### config.mk
export PLATFORM = sky130hd
export DESIGN_NAME = cfg_regbank
export DESIGN_NICKNAME = d
export VERILOG_FILES = /design/src/rtl/cfg_regbank_pkg.sv /design/src/rtl/cfg_wr_gate.sv /design/src/rtl/cfg_ctl_fsm.sv /design/src/rtl/cfg_slot_store.sv /design/src/rtl/cfg_regbank.sv
export SDC_FILE = /design/constraint.sdc
export NUM_CORES = 1
export LEC_CHECK = 0
export CAP_MARGIN = 20
export CORE_MARGIN = 8
export CORE_UTILIZATION = 55
export CTS_CLUSTER_DIAMETER = 200
export CTS_CLUSTER_SIZE = 25
export DETAILED_ROUTE_END_ITERATION = 7
export DONT_BUFFER_PORTS = 1
export HOLD_SLACK_MARGIN = 0.12
export PLACE_DENSITY = 0.76
export SLEW_MARGIN = 20
export SYNTH_ARGS = -nofsm -noshare
export SYNTH_HDL_FRONTEND = slang
export SYNTH_SLANG_ARGS = --single-unit
### constraint.sdc
create_clock -name clk -period 2.27 [get_ports clk]
set_input_delay 0.227 -clock clk [delete_from_list [all_inputs] [get_ports clk]]
set_output_delay 0.227 -clock clk [all_outputs]
set_load 0.05 [all_outputs]
### src/rtl/cfg_regbank_pkg.sv
`timescale 1ns/1ps
package cfg_regbank_pkg;

    localparam int DW    = 8;
    localparam int AW    = 8;
    localparam int NSLOT = 14;

    typedef logic [DW-1:0] byte_t;
    typedef logic [AW-1:0] addr_t;

    typedef enum logic [1:0] {
        CTL_RUN   = 2'd0,
        CTL_CAL   = 2'd1,
        CTL_SWRST = 2'd2
    } ctl_state_e;

    localparam addr_t ADR_STAT    = 8'h00;
    localparam addr_t ADR_GEN     = 8'h01;
    localparam addr_t ADR_GIN     = 8'h09;
    localparam addr_t ADR_DIAG_LO = 8'hC0;
    localparam addr_t ADR_DIAG_HI = 8'hC2;

    localparam byte_t GEN_STORE_MASK = 8'hCC;
    localparam byte_t STAT_FIXED     = 8'h80;

    localparam int GEN_RST_BIT = 0;
    localparam int GEN_CAL_BIT = 1;
    localparam int ST_BOR_BIT  = 0;
    localparam int ST_ERR_BIT  = 1;
    localparam int ST_SEQ_BIT  = 6;

    localparam int SL_PINM = 3;
    localparam int SL_GDIR = 4;
    localparam int SL_GOUT = 6;
    localparam int SL_KEY  = 10;

    function automatic addr_t slot_addr(input int s);
        case (s)
            0:       return 8'h02;
            1:       return 8'h03;
            2:       return 8'h04;
            3:       return 8'h05;
            4:       return 8'h06;
            5:       return 8'h07;
            6:       return 8'h08;
            7:       return 8'h0A;
            8:       return 8'h0B;
            9:       return 8'h0C;
            10:      return 8'hBF;
            11:      return 8'hC0;
            12:      return 8'hC1;
            13:      return 8'hC2;
            default: return 8'hFF;
        endcase
    endfunction

    function automatic byte_t slot_mask(input int s);
        case (s)
            0:       return 8'hB3;
            1:       return 8'h07;
            2:       return 8'h1F;
            7:       return 8'h13;
            8:       return 8'h0F;
            11:      return 8'h11;
            default: return 8'hFF;
        endcase
    endfunction

    function automatic byte_t slot_rst(input int s);
        if (s == 2) return 8'h04;
        return 8'h00;
    endfunction

endpackage

### src/rtl/cfg_wr_gate.sv
`timescale 1ns/1ps
module cfg_wr_gate
    import cfg_regbank_pkg::*;
#(
    parameter byte_t UNLOCK_CODE = 8'h96,
    parameter addr_t OPEN_TOP    = 8'h01
) (
    input  logic  wr_en,
    input  addr_t wr_addr,
    input  logic  locked,
    input  byte_t key_q,
    output logic  wr_ok
);

    logic exempt;
    logic is_diag;
    logic key_open;

    always_comb begin
        exempt   = (wr_addr <= OPEN_TOP);
        is_diag  = (wr_addr >= ADR_DIAG_LO) && (wr_addr <= ADR_DIAG_HI);
        key_open = (key_q == UNLOCK_CODE);
        wr_ok    = wr_en && (!locked || exempt) && (!is_diag || key_open);
    end

endmodule

### src/rtl/cfg_ctl_fsm.sv
`timescale 1ns/1ps
module cfg_ctl_fsm
    import cfg_regbank_pkg::*;
(
    input  logic clk,
    input  logic rst_n,
    input  logic gen_wr,
    input  logic rst_bit,
    input  logic cal_bit,
    input  logic cal_done,
    output logic cal_busy,
    output logic soft_clr
);

    ctl_state_e state_q;
    ctl_state_e state_d;

    always_ff @(posedge clk or negedge rst_n) begin
        if (!rst_n) state_q <= CTL_RUN;
        else        state_q <= state_d;
    end

    always_comb begin
        state_d = state_q;
        unique case (state_q)
            CTL_RUN: begin
                if (gen_wr && rst_bit)      state_d = CTL_SWRST;
                else if (gen_wr && cal_bit) state_d = CTL_CAL;
            end
            CTL_CAL: begin
                if (gen_wr && rst_bit)      state_d = CTL_SWRST;
                else if (cal_done)          state_d = CTL_RUN;
            end
            CTL_SWRST: state_d = CTL_RUN;
            default:   state_d = CTL_RUN;
        endcase
    end

    always_comb begin
        cal_busy = 1'b0;
        soft_clr = 1'b0;
        unique case (state_q)
            CTL_RUN:   ;
            CTL_CAL:   cal_busy = 1'b1;
            CTL_SWRST: soft_clr = 1'b1;
            default:   ;
        endcase
    end

endmodule

### src/rtl/cfg_slot_store.sv
`timescale 1ns/1ps
module cfg_slot_store
    import cfg_regbank_pkg::*;
(
    input  logic  clk,
    input  logic  rst_n,
    input  logic  soft_clr,
    input  logic  wr_ok,
    input  addr_t wr_addr,
    input  byte_t wr_data,
    output byte_t slots_q [NSLOT]
);

    for (genvar s = 0; s < NSLOT; s++) begin : g_slot
        localparam addr_t SA = slot_addr(s);
        localparam byte_t SM = slot_mask(s);
        localparam byte_t SR = slot_rst(s);
        byte_t r_q;

        always_ff @(posedge clk or negedge rst_n) begin
            if (!rst_n)                       r_q <= SR;
            else if (soft_clr)                r_q <= SR;
            else if (wr_ok && wr_addr == SA)  r_q <= wr_data & SM;
        end

        assign slots_q[s] = r_q;
    end

endmodule

### src/rtl/cfg_regbank.sv
`timescale 1ns/1ps
module cfg_regbank
    import cfg_regbank_pkg::*;
#(
    parameter logic [7:0] UNLOCK_CODE = 8'h96,
    parameter logic [7:0] OPEN_TOP    = 8'h01
) (
    input  logic       clk,
    input  logic       rst_n,
    input  logic       wr_en,
    input  logic [7:0] wr_addr,
    input  logic [7:0] wr_data,
    input  logic       rd_en,
    input  logic [7:0] rd_addr,
    output logic [7:0] rd_data,
    input  logic       crc_err_i,
    input  logic       cal_done_i,
    input  logic       seq_busy_i,
    input  logic [7:0] gpio_in_i,
    output logic       cal_req_o,
    output logic       soft_rst_o,
    output logic [7:0] pin_gpio_o,
    output logic [7:0] gpo_dir_o,
    output logic [7:0] gpo_val_o
);

    byte_t slots_q [NSLOT];
    logic [NSLOT*DW-1:0] slots_flat;
    logic  wr_ok;
    logic  stat_wr;
    logic  gen_wr;
    logic  crc_q;
    logic  brown_q;
    byte_t gen_q;
    logic  cal_busy;
    logic  soft_clr;
    byte_t rd_val;

    for (genvar s = 0; s < NSLOT; s++) begin : g_flat
        assign slots_flat[s*DW +: DW] = slots_q[s];
    end

    cfg_wr_gate #(
        .UNLOCK_CODE (UNLOCK_CODE),
        .OPEN_TOP    (OPEN_TOP)
    ) u_gate (
        .wr_en   (wr_en),
        .wr_addr (wr_addr),
        .locked  (crc_q),
        .key_q   (slots_q[SL_KEY]),
        .wr_ok   (wr_ok)
    );

    assign stat_wr = wr_ok && (wr_addr == ADR_STAT);
    assign gen_wr  = wr_ok && (wr_addr == ADR_GEN);

    cfg_ctl_fsm u_fsm (
        .clk      (clk),
        .rst_n    (rst_n),
        .gen_wr   (gen_wr),
        .rst_bit  (wr_data[GEN_RST_BIT]),
        .cal_bit  (wr_data[GEN_CAL_BIT]),
        .cal_done (cal_done_i),
        .cal_busy (cal_busy),
        .soft_clr (soft_clr)
    );

    cfg_slot_store u_store (
        .clk      (clk),
        .rst_n    (rst_n),
        .soft_clr (soft_clr),
        .wr_ok    (wr_ok),
        .wr_addr  (wr_addr),
        .wr_data  (wr_data),
        .slots_q  (slots_q)
    );

    // Integrity-error flag: a pulse outranks both the soft reset and a clear.
    always_ff @(posedge clk or negedge rst_n) begin
        if (!rst_n)                                crc_q <= 1'b0;
        else if (crc_err_i)                        crc_q <= 1'b1;
        else if (soft_clr)                         crc_q <= 1'b0;
        else if (stat_wr && wr_data[ST_ERR_BIT])   crc_q <= 1'b0;
    end

    // Brown-out flag: set by any reset, cleared only by writing 1.
    always_ff @(posedge clk or negedge rst_n) begin
        if (!rst_n)                                brown_q <= 1'b1;
        else if (soft_clr)                         brown_q <= 1'b1;
        else if (stat_wr && wr_data[ST_BOR_BIT])   brown_q <= 1'b0;
    end

    always_ff @(posedge clk or negedge rst_n) begin
        if (!rst_n)        gen_q <= '0;
        else if (soft_clr) gen_q <= '0;
        else if (gen_wr)   gen_q <= wr_data & GEN_STORE_MASK;
    end

    always_comb begin
        rd_val = '0;
        if (rd_addr == ADR_STAT) begin
            rd_val              = STAT_FIXED;
            rd_val[ST_SEQ_BIT]  = seq_busy_i;
            rd_val[ST_ERR_BIT]  = crc_q;
            rd_val[ST_BOR_BIT]  = brown_q;
        end else if (rd_addr == ADR_GEN) begin
            rd_val              = gen_q;
            rd_val[GEN_CAL_BIT] = cal_busy;
        end else if (rd_addr == ADR_GIN) begin
            rd_val = gpio_in_i;
        end else begin
            for (int s = 0; s < NSLOT; s++) begin
                if (rd_addr == slot_addr(s)) rd_val = slots_q[s];
            end
        end
    end

    always_ff @(posedge clk or negedge rst_n) begin
        if (!rst_n)     rd_data <= '0;
        else if (rd_en) rd_data <= rd_val;
    end

    assign cal_req_o  = cal_busy;
    assign soft_rst_o = soft_clr;
    assign pin_gpio_o = slots_q[SL_PINM];
    assign gpo_dir_o  = slots_q[SL_GDIR];
    assign gpo_val_o  = slots_q[SL_GOUT];

endmodule

==> summary.md <==
| Metric | Value |
|---|---|
| Max-cap violations | 0 |
| Failing checks | hold timing |
| Ys async rst share | 100% |
| Most frequent cell after synthesis | dfrtp_1 |
| Synth warn | 0 |
| Top_reg_cell synth | dfrtp_1 |
| CTS tree | done |
| Netlist cell types | 67 |
| CTS Root Buffer Type | clkbuf_8 |
| Clk sinks | 102 |
| Yosys reg bits | slightly above 100 |
| Share of layout cells above drive strength 1 | 11.9% |
| CP Launch Type | input pin |
| CTS clock-pin slew for the worst setup and hold paths | 0.10 ns |
| Total Nets Final | 687 |
| Seq/Total Area, Yosys | between 40% and 50% |
| # hold bufs at CTS | 17 |
| Gp weighted congestion | slightly below 1 |
| Simple-Gate Fraction of Synth Area | approximately 22% |
| Outcome | finished with violations |
| Initial antenna violation count | 0 |
| Synth Area in Compound Gates | 15.7% |
| Worst Setup Path Type | in -> reg |
| Leakage | 3.09 nW |
| Vias in the first global route | 5176 |
| DR iter-0 viols | 621 |
| Synthesized Nets | 689 |
| N_diodes | 0 |
| Min Hold Slack | -0.484 ns |
| Multiplexer share of the synthesized area | 11.6% |
| Number of enable flip-flop cells after synthesis | 0 |
| Largest net degree at the start of global routing | 103 |
| Required time worst endpoint | ~2.6 ns |
| Routed Antenna Nets | 0 |
| DR pass1 iterations | 5 |
| Global-route wire length before repair | 30700 µm |
| Cell taking the most area after synthesis | dfrtp_1 |
| Row count | 37 |
| Final setup viols | 0 |
| Clock Latency Late Sink | 0.40 ns |
| Final Critical Period | 2.21 ns |
| Final TNS setup | 0 ns |
| Total wire length | 19600 µm |
| Starting Density | 56.5% |
| Hold crit path type | in -> async |
| Final period utilization | 97.3% |
| Post-DP HPWL | between 10000 and 15000 µm |
| Placed cells | 755 |
| Most area-consuming cells after synthesis | dfrtp_1 43%, mux2i_1 11%, nor2_1 5.5% |
| Avg Cell Area, Syn | around 9.0 µm² |
| Total track usage | 28.1% |
| Drt via density | 6.49 |
| Max IR drop VDD | 416 µV |
| Area Overhead vs Synth | 8.30% |
| Area after DPL | 5950 µm² |
| Die area | between 10000 and 15000 µm² |
| # DRC | 0 |
| Die width | 119 µm |
| Post-synth top area share | 42.9% |
| H-tree depth | 3 |
| Cts bufs inserted | 9 |
| Top cells by count, synth | 100 x dfrtp_1, 86 x nor2_1, 73 x nand2_1 |
| Worst path arrival time | about 2.6 ns |
| Grt ovf | 0 |
| Adder-cell share of the synthesized area | 0% |
| FMAX | approximately 450 MHz |
| Crit path max fanout | 11 |
| Core box area | 10300 µm² |
| FILL cells | between 800 and 900 |
| Largest family of logic cells by synthesized area | simple AND/OR/NAND/NOR gates |
| Final hold viol count | about 100 |
| Worst-Margin Slew | 0.845 ns |
| Max-slew headroom | about 43% |
| Tot Pwr | 3.25 mW |
| Synth Area in XOR/XNOR | 0% |
| Unrepaired setup endpoints after global routing | false |
| Clk buf depth | 2 |
| Num ports | 73 |
| WL per Instance | 24.9 µm |
| Layout Cells excl Fill | 789 |
| CP endpoint kind | register |
| DR vias | 5121 |
| Skew final | 0.0137 ns |
| Post-Syn Instances | 650 |
| Chip height | 119 µm |
| Fin. max-slew vios | 0 |
| Power Density | 514 nW/µm² |
| Final core occ | 61.2% |
| PortBufs | 0 |
| Area of the mapped netlist | 5830 µm² |
| Cell area after layout | 6320 µm² |
## stage by stage
| step | hold WS (ns) | setup slack (ns) |
|---|---|---|
| 6_report | -0.484 | 0.0602 |
| 5_1_grt | -0.511 | 0.0317 |
| 4_1_cts | -0.506 | 0.135 |
| 3_5_place_dp | -0.0651 | 0.133 |
| 3_3_place_gp | -0.0651 | 0.185 |
| 2_1_floorplan | -0.0686 | 0.404 |
## final cells by class
| type | count | area, µm² | area share, % |
|---|---|---|---|
| Clock buffer | 10 | 138 | 2.18 |
| Clock inverter | 6 | 53.8 | 0.852 |
| Multi-Input combinational cell | 470 | 2880 | 45.6 |
| Tap cell | 136 | 170 | 2.69 |
| Inverter | 7 | 26.3 | 0.416 |
| Timing Repair Buffer | 58 | 490 | 7.77 |
| Sequential cell | 102 | 2550 | 40.5 |
## kinds of logic after synthesis
group | Yosys count
compound gates | 141
buf+inv | 78
mux | 66
flops | 102
simple gates | 263
## sequential cells by signal, summed over array words and instances, names as in the netlist
signal and flops:
crc_q 1, brown_q 1, gen_q 4, u_store.g_slot.r_q 86
rd_data 8, u_fsm.state_q 2
## path summary, 6_finish.rpt
| path | start | endpoint | slack [ns] | depth (start not counted) |
|---|---|---|---|---|
| worst max-delay path | rd_addr[4] | rd_data[3] | 0.06 | 8 |
| worst min-delay path | rst_n | u_store.g_slot[13].r_q[2] | -0.48 | 0 |
| worst max register to register | u_store.g_slot[10].r_q[5] | u_store.g_slot[13].r_q[7] | 0.17 | 5 |
| worst min register to register | brown_q | brown_q | 0.49 | 2 |
| max in group asynchronous | rst_n | u_store.g_slot[2].r_q[2] | 2.52 | 0 |
| min in group clk | rd_addr[1] | rd_data[1] | 0.16 | 2 |
## repair_timing
action,4_1_cts,5_1_grt
buffers inserted,0,1
setup endpoints to repair,0,1
gates resized for setup,0,0
hold endpoints to repair,203,102
## critical path, stage by stage
cell and delay (ns):
or4_4 0.63, nor2_1 0.27, buf_4 0.19, nand2_2 0.06
a311oi_1 0.25, o22ai_1 0.16, a31oi_1 0.18, dlygate4sd3_1 0.56
## report_power, final
group          switching (mW)  internal [mW]
logic                   0.145         0.0839
clock network           0.705          0.446
registers              0.0381           1.83
total                   0.888           2.36
## cells in the final DEF (no fill, tap or decap), types with 4 or more instances in the layout
cell type | Yosys | routed
nor3_1 | 6 | 6
mux2i_1 | 64 | 64
and3_1 | 5 | 5
nand2_1 | 73 | 73
a21oi_1 | 54 | 54
clkbuf_8 | 0 | 10
buf_4 | 24 | 40
o22ai_1 | 4 | 4
nand3_1 | 40 | 40
o31ai_1 | 4 | 4
dfrtp_1 | 100 | 100
nor2b_1 | 11 | 11
nor2_1 | 86 | 86
o211ai_1 | 7 | 7
a31oi_1 | 7 | 7
dlygate4sd3_1 | 0 | 17
inv_1 | 5 | 5
nand4_1 | 8 | 8
a2111oi_0 | 5 | 5
nand2b_1 | 6 | 6
o21ai_0 | 25 | 25
## layer usage
layer | up-vias | GRT usage (%) | wire (µm)
met5 | - | 0 | 0
met1 | 2570 | 35.2 | 8070
met4 | 0 | 11.9 | 546
met3 | 28 | 7.04 | 1580
li1 | 2291 | - | -
met2 | 232 | 45.3 | 9410
Note: power is estimated with default switching activity, not from simulation.
